### src/rtl/slp_hs_pkg.sv
package slp_hs_pkg;

    typedef enum logic [2:0] {
        ST_ACTIVE  = 3'd0,
        ST_SLP_REQ = 3'd1,
        ST_PRE     = 3'd2,
        ST_SLEEP   = 3'd3,
        ST_WAKE    = 3'd4
    } hs_state_e;

    typedef struct packed {
        logic cts_n;
        logic dsr_n;
        logic lp_en;
    } hs_lines_t;

    localparam hs_lines_t LINES_RST = '{cts_n: 1'b1, dsr_n: 1'b0, lp_en: 1'b0};

    // Line pattern the host and the power logic see for a given state.
    function automatic hs_lines_t decode_lines(hs_state_e st, logic rx_full, logic busy);
        hs_lines_t l;
        l = LINES_RST;
        unique case (st)
            ST_ACTIVE:  begin l.cts_n = rx_full; l.dsr_n = 1'b0; l.lp_en = 1'b0;  end
            ST_SLP_REQ: begin l.cts_n = rx_full; l.dsr_n = 1'b1; l.lp_en = 1'b0;  end
            ST_PRE:     begin l.cts_n = 1'b1;    l.dsr_n = 1'b1; l.lp_en = 1'b0;  end
            ST_SLEEP:   begin l.cts_n = 1'b1;    l.dsr_n = 1'b1; l.lp_en = ~busy; end
            ST_WAKE:    begin l.cts_n = 1'b1;    l.dsr_n = 1'b0; l.lp_en = 1'b0;  end
            default:    l = LINES_RST;
        endcase
        return l;
    endfunction

endpackage

### src/rtl/slp_dtr_filter.sv
module slp_dtr_filter #(
    parameter int unsigned SYNC_STAGES = 2,
    parameter logic        RST_LVL     = 1'b0
) (
    input  logic clk,
    input  logic rst,
    input  logic din,
    output logic dout
);
    localparam int unsigned MSB = SYNC_STAGES - 1;

    logic [MSB:0] chain;
    logic         hist;

    // Synchronizer chain, then a history flop. The output moves only when two
    // consecutive synchronized samples agree.
    always_ff @(posedge clk) begin
        if (rst) begin
            chain <= {SYNC_STAGES{RST_LVL}};
            hist  <= RST_LVL;
            dout  <= RST_LVL;
        end else begin
            chain <= {chain[MSB-1:0], din};
            hist  <= chain[MSB];
            if (chain[MSB] == hist) begin
                dout <= hist;
            end
        end
    end
endmodule

### src/rtl/slp_hs_fsm.sv
module slp_hs_fsm
    import slp_hs_pkg::*;
#(
    parameter int unsigned PRE_CYC = 4
) (
    input  logic      clk,
    input  logic      rst,
    input  logic      sleep_en,
    input  logic      host_slp,
    input  logic      loc_req,
    output hs_state_e state
);
    localparam int unsigned CW   = $clog2(PRE_CYC + 1);
    localparam logic [CW-1:0] LAST = CW'(PRE_CYC - 1);

    hs_state_e     nxt;
    logic [CW-1:0] cnt;

    always_comb begin
        nxt = state;
        unique case (state)
            ST_ACTIVE: begin
                if (sleep_en) begin
                    if (host_slp)     nxt = ST_PRE;
                    else if (loc_req) nxt = ST_SLP_REQ;
                end
            end
            ST_SLP_REQ: begin
                if (!sleep_en || (!loc_req && !host_slp)) nxt = ST_ACTIVE;
                else if (host_slp)                         nxt = ST_PRE;
            end
            ST_PRE: begin
                if (!sleep_en || !host_slp) nxt = ST_WAKE;
                else if (cnt == LAST)       nxt = ST_SLEEP;
            end
            ST_SLEEP: begin
                if (!sleep_en || !host_slp) nxt = ST_WAKE;
            end
            ST_WAKE:  nxt = ST_ACTIVE;
            default:  nxt = ST_ACTIVE;
        endcase
    end

    always_ff @(posedge clk) begin
        if (rst) begin
            state <= ST_ACTIVE;
            cnt   <= '0;
        end else begin
            state <= nxt;
            if (state == ST_PRE) cnt <= cnt + 1'b1;
            else                 cnt <= '0;
        end
    end
endmodule

### src/rtl/slp_line_drv.sv
module slp_line_drv
    import slp_hs_pkg::*;
(
    input  logic      clk,
    input  logic      rst,
    input  hs_state_e state,
    input  logic      rx_full,
    input  logic      busy,
    output hs_lines_t lines
);
    always_ff @(posedge clk) begin
        if (rst) lines <= LINES_RST;
        else     lines <= decode_lines(state, rx_full, busy);
    end
endmodule

### src/rtl/uart_sleep_hs.sv
module uart_sleep_hs
    import slp_hs_pkg::*;
#(
    parameter int unsigned PRE_CYC     = 4,
    parameter int unsigned SYNC_STAGES = 2
) (
    input  logic clk,
    input  logic rst,
    input  logic sleep_en,
    input  logic rx_full,
    input  logic loc_sleep_req,
    input  logic busy,
    input  logic dtr_n_in,
    output logic cts_n,
    output logic dsr_n,
    output logic lp_en
);
    logic      host_slp;
    hs_state_e st_q;
    hs_lines_t lines;

    slp_dtr_filter #(.SYNC_STAGES(SYNC_STAGES), .RST_LVL(1'b0)) u_filt (
        .clk  (clk),
        .rst  (rst),
        .din  (dtr_n_in),
        .dout (host_slp)
    );

    slp_hs_fsm #(.PRE_CYC(PRE_CYC)) u_fsm (
        .clk      (clk),
        .rst      (rst),
        .sleep_en (sleep_en),
        .host_slp (host_slp),
        .loc_req  (loc_sleep_req),
        .state    (st_q)
    );

    slp_line_drv u_drv (
        .clk     (clk),
        .rst     (rst),
        .state   (st_q),
        .rx_full (rx_full),
        .busy    (busy),
        .lines   (lines)
    );

    assign cts_n = lines.cts_n;
    assign dsr_n = lines.dsr_n;
    assign lp_en = lines.lp_en;
endmodule

### config.mk
export PLATFORM = sky130hd
export DESIGN_NAME = uart_sleep_hs
export DESIGN_NICKNAME = d
export VERILOG_FILES = /design/src/rtl/slp_hs_pkg.sv /design/src/rtl/slp_dtr_filter.sv /design/src/rtl/slp_hs_fsm.sv /design/src/rtl/slp_line_drv.sv /design/src/rtl/uart_sleep_hs.sv
export SDC_FILE = /design/constraint.sdc
export NUM_CORES = 1
export LEC_CHECK = 0
export BUFFER_PORTS_ARGS = -buffer_cell sky130_fd_sc_hd__buf_2
export CORE_MARGIN = 1.5
export CORE_UTILIZATION = 25
export CTS_CLUSTER_SIZE = 20
export DETAILED_ROUTE_END_ITERATION = 8
export SYNTH_ARGS = -nofsm -noshare
export SYNTH_HDL_FRONTEND = slang
export SYNTH_SLANG_ARGS = --single-unit
### constraint.sdc
create_clock -name clk -period 2.4 [get_ports clk]
set_clock_uncertainty 0.1 [all_clocks]
set_input_delay 0.12 -clock clk [delete_from_list [all_inputs] [get_ports clk]]
set_output_delay 0.12 -clock clk [all_outputs]
set_load 0.03 [all_outputs]
# ---- Word level (Yosys, flattened, before mapping)
# Index checks and enable logic that the tools add are counted.
dict set report op_classes {
  reduce_logical 9
  addsub 1
  bitwise 2
  eq_ne 10
  muxes 10
}
# cell n
set ops {}
lappend ops {{2-to-1 mux 3 bit} 8}
lappend ops {{one-hot mux 3 bit (4 select lines)} 2}
lappend ops {{== test 3 x 2 -> 1 bit, second input constant} 3}
lappend ops {{!= test 3 bit, second input constant} 3}
lappend ops {{AND reduction 5 bit} 1}
lappend ops {{!= test 2 bit, second input constant} 2}
lappend ops {{adder 3 x 1 -> 3 bit, second input constant} 1}
lappend ops {{== test 3 x 1 -> 1 bit, second input constant} 1}
lappend ops {{logical NOT 1 bit} 3}
lappend ops {{logical NOT 3 bit} 1}
lappend ops {{logical OR 1 bit} 2}
lappend ops {{NOT 1 bit} 2}
lappend ops {{OR reduction 2 bit} 1}
lappend ops {{== test 1 bit} 1}
lappend ops {{logical AND 1 bit} 1}
dict set report word_totals {
  elab_cells 40
  out_inout_bits 3
  in_bits 7
  ff_bits 13
}

# ---- Longest topological paths before layout
dict set report logic_depth {
  word_depth 5
  depth_mapped 6
  depth_no_buf 6
}

# ---- By module
# A second synthesis with hierarchy kept.
dict set report hier_totals {
  cells_unflattened 39
  hier_area_um2 422.9
}
# module area_each_um2 seq_area_each_um2 cells_each instances
set by_module_without_submodules {}
lappend by_module_without_submodules {slp_hs_fsm 224.0 120.1 21 1}
lappend by_module_without_submodules {slp_dtr_filter 112.6 80.1 10 1}
lappend by_module_without_submodules {slp_line_drv 86.3 60.1 8 1}

# ---- Least setup slack after synthesis
# No wires, ideal clock.
dict set report synth_path {
  path_type {register -> register}
  start {register u_fsm.cnt[0]}
  end {register u_fsm.state[2]}
  setup_slack_ns 0.740
  synth_period_minus_slack_ns 1.660
  t_arrival_ns 1.443
  n_path_buf 0
  required_ns 2.182
  setup_ns 0.118
  stages_incl_launch_ff 7
  path_cell_list {dfxtp_1 ha_1 ha_1 or4b_4 o2bb2ai_2 a21oi_2 o2111a_1}
}
dict set report synth_between {
  elab_chain_len 3
}
# item line_no
set synth_lines {}
lappend synth_lines {{start, declared} slp_hs_fsm.sv:17} ;# logic [CW-1:0] cnt;
lappend synth_lines {{start signal, assigned} slp_hs_fsm.sv:50} ;# if (state == ST_PRE) cnt <= cnt + 1'b1;
lappend synth_lines {{== test 3 x 2 -> 1 bit} slp_hs_fsm.sv:34} ;# else if (cnt == LAST) nxt = ST_SLEEP;
lappend synth_lines {{!= test 3 bit (no line)} -}
lappend synth_lines {{AND reduction 5 bit (no line)} -}
lappend synth_lines {{end signal, assigned} slp_hs_fsm.sv:49} ;# state <= nxt;
lappend synth_lines {{end, declared} slp_hs_fsm.sv:11} ;# output hs_state_e state
# Every way passes these cells.
# A chain may end at the register's enable or synchronous reset.

# ---- Final worst setup path
# Same ends and word-level chain as after synthesis.

==> results.toml <==
[yosys]
syn-instance-count = 60
synth_top_cell_by_area = "dfxtp_1"
yosysSeqAreaShare = 0.465
ys.flop_type = "dfxtp_1"
async_flop_share = 0
synth-seq-cells = 13
syn_area_um2 = 559
netlist_top_cells_count = "dfxtp_1 (13), nand2_1 (6), nor2_1 (6), o21ai_0 (6), nor2b_1 (4)"
yosys_warnings = 0
synth_edf_count = 0
avgSynthCellArea_um2 = 9.32
yosysMostFrequentCell = "dfxtp_1"
synth_area_leaders = "dfxtp_1 (47%), o21ai_0 (5.4%), ha_1 (4.5%), nor2b_1 (4.5%), nand2_1 (4.0%)"
synth_top_area_frac = 0.465
syn_nets = 69
synth_cell_types = 24

[timing]
slew_headroom = 0.748
layout_min_cycle_time_ns = 1.74
hold_ws_ns = 0.0347
worst_pin_slew_ns = 0.378
fmax_ghz = 0.575
finalWorstSetupSlack_ns = 0.661
setup_viol = 0
fin_crit_sh = 0.725
final_max_slew_viol_count = 0
final_hold_viol_count = 0
rsz0062_at_grt = "no"
tns_ns = 0

[routing]
vias = 439
drt_iter0_drc = 8
drt-total-wl_mm = 1.02
drc_errors = 0
post_drt_wl_per_cell_um = 10.1
firstDrtPassIters = 4
ant_nets = 0
via_per_inst = 4.35

[critical_path]
critical_path.max_fanout = 3
crit_type = "reg -> reg"
worst-endpoint-required_ns = 2.47
r2r_setup_slack_ns = 0.66
arrival_ns = 1.81
endpoint_kind = "flip-flop"
cp-start-kind = "flip-flop"

[clock_network]
cts-root-buf = "clkbuf_4"
cts.path.max_buffers = 2
holdBufCountCts = 4
cts_tree = "built"
postCtsSetupRepairBufs = 0
clk_latency_ns = 0.27
htree_levels = 1
clock-sinks = 13
cts_buffers = 3
clk_transition_reported_paths_ns = 0.08
cts_resized = 0

[global_routing]
grt_pass1_vias = 392
antenna_found_initial = 0
grt_pass1_wl_mm = 1.66
grt_max_degree = 14
grt_overflow = 0
grt_usage = 0.0918

[die]
core_um2 = 2040
ios = 10
dieArea_um2 = 2530
die_height_um = 50.3
dieWidth_um = 50.3
start_util = 0.274
rows = 16

[worst_hold_path]
hold_path_class = "in -> reg"

[place]
gp_congestion = 0.829
dp_cells = 93
io_buffers = 9
pre_cts_slack_ns = 0.671
place_hpwl_um = 682
placed_cell_area_um2 = 619

[power]
p_leak_nw = 0.275
total_power_mw = 0.465
powerDensity_nw_per_um2 = 678
max-vdd-ir-drop_mv = 0.433

[layout]
postLayoutCoreUtil = 0.336
fill_cells = 224
fin_area_um2 = 686
layout-drive-gt1-share = 0.203
synthToLayoutAreaGrowth_pct = 22.6
fin_cells = 101
antenna_cells = 0
layout.nets = 84

[job]
max_cap_violations = 0

[status]
status = "complete, no violations"
worst paths after layout:
kind / startpoint / to / cells after the start
max: u_fsm.cnt[0]$_SDFF_PP0_ / u_fsm.state[2]$_SDFFE_PP0P_ / 6
min: busy / u_drv.lines[0]$_SDFF_PP0_ / 2
max reg2reg: u_fsm.cnt[0]$_SDFF_PP0_ / u_fsm.state[2]$_SDFFE_PP0P_ / 6
min reg2reg: u_fsm.cnt[0]$_SDFF_PP0_ / u_fsm.cnt[0]$_SDFF_PP0_ / 1
report_power, final:
| part | leakage, nW | switching [mW] | internal (mW) |
|---|---|---|---|
| Combinational | 0.154 | 0.0411 | 0.0418 |
| Clock | 0.0150 | 0.0685 | 0.0644 |
| Sequential | 0.106 | 0.0192 | 0.230 |
flip-flops by register name (all words and copies together), names as in the netlist:
name	count
u_drv.lines	3
u_filt.chain	2
u_filt.dout	1
u_filt.hist	1
u_fsm.cnt	3
u_fsm.state	3
layout by cell type, fill, tap and decap left out, drive strengths merged:
master       instances
dfxtp               13
ha                   2
a21oi                2
clkbuf               4
nand3                1
or2b                 1
nor3b                1
or3                  1
nor2b                4
nor3                 2
o21ai                6
nor2                 6
o2111a               1
or4b                 1
and4b                1
nand2b               2
mux2i                2
o2bb2ai              1
inv                  2
nand2                6
dlygate4sd3          4
buf                  9
nand3b               1
o21a                 1
layout make-up:
| class | instances | area (um^2) | area share |
|---|---|---|---|
| clock buffers | 4 | 26.3 | 0.0383 |
| inverters | 2 | 7.51 | 0.0109 |
| multi-input cells | 42 | 273 | 0.398 |
| flip-flops and latches | 13 | 260 | 0.380 |
| well taps | 27 | 33.8 | 0.0493 |
| repair buffers | 13 | 85.1 | 0.124 |
worst max-delay path: stages, from the launching register on:
cell       delay, ns
dfxtp_1         0.32
ha_1            0.19
ha_1            0.17
or4b_4          0.48
o2bb2ai_2       0.15
a21oi_2         0.07
o2111a_1        0.16
per-layer routing:
| layer | up-vias | track usage | share of wire |
|---|---|---|---|
| met2 | 12 | 0.127 | 0.46 |
| met5 | - | 0 | 0 |
| li1 | 234 | - | - |
| met3 | 4 | 0.0565 | 0.077 |
| met4 | 0 | 0.0541 | 0.018 |
| met1 | 189 | 0.106 | 0.45 |
logic make-up (layout without fill, tap and decap cells):
kind of cell             after synthesis  after routing  synth area share
AO/OA/AOI/OAI                         11             11             0.139
buffers and inverters                  5             19            0.0470
adder cells (fa/ha/maj)                2              2            0.0447
flip-flops                            13             13             0.465
AND/OR/NAND/NOR                       27             27             0.268
multiplexers                           2              2            0.0358
No activity file was read; power rests on OpenSTA's default activity.
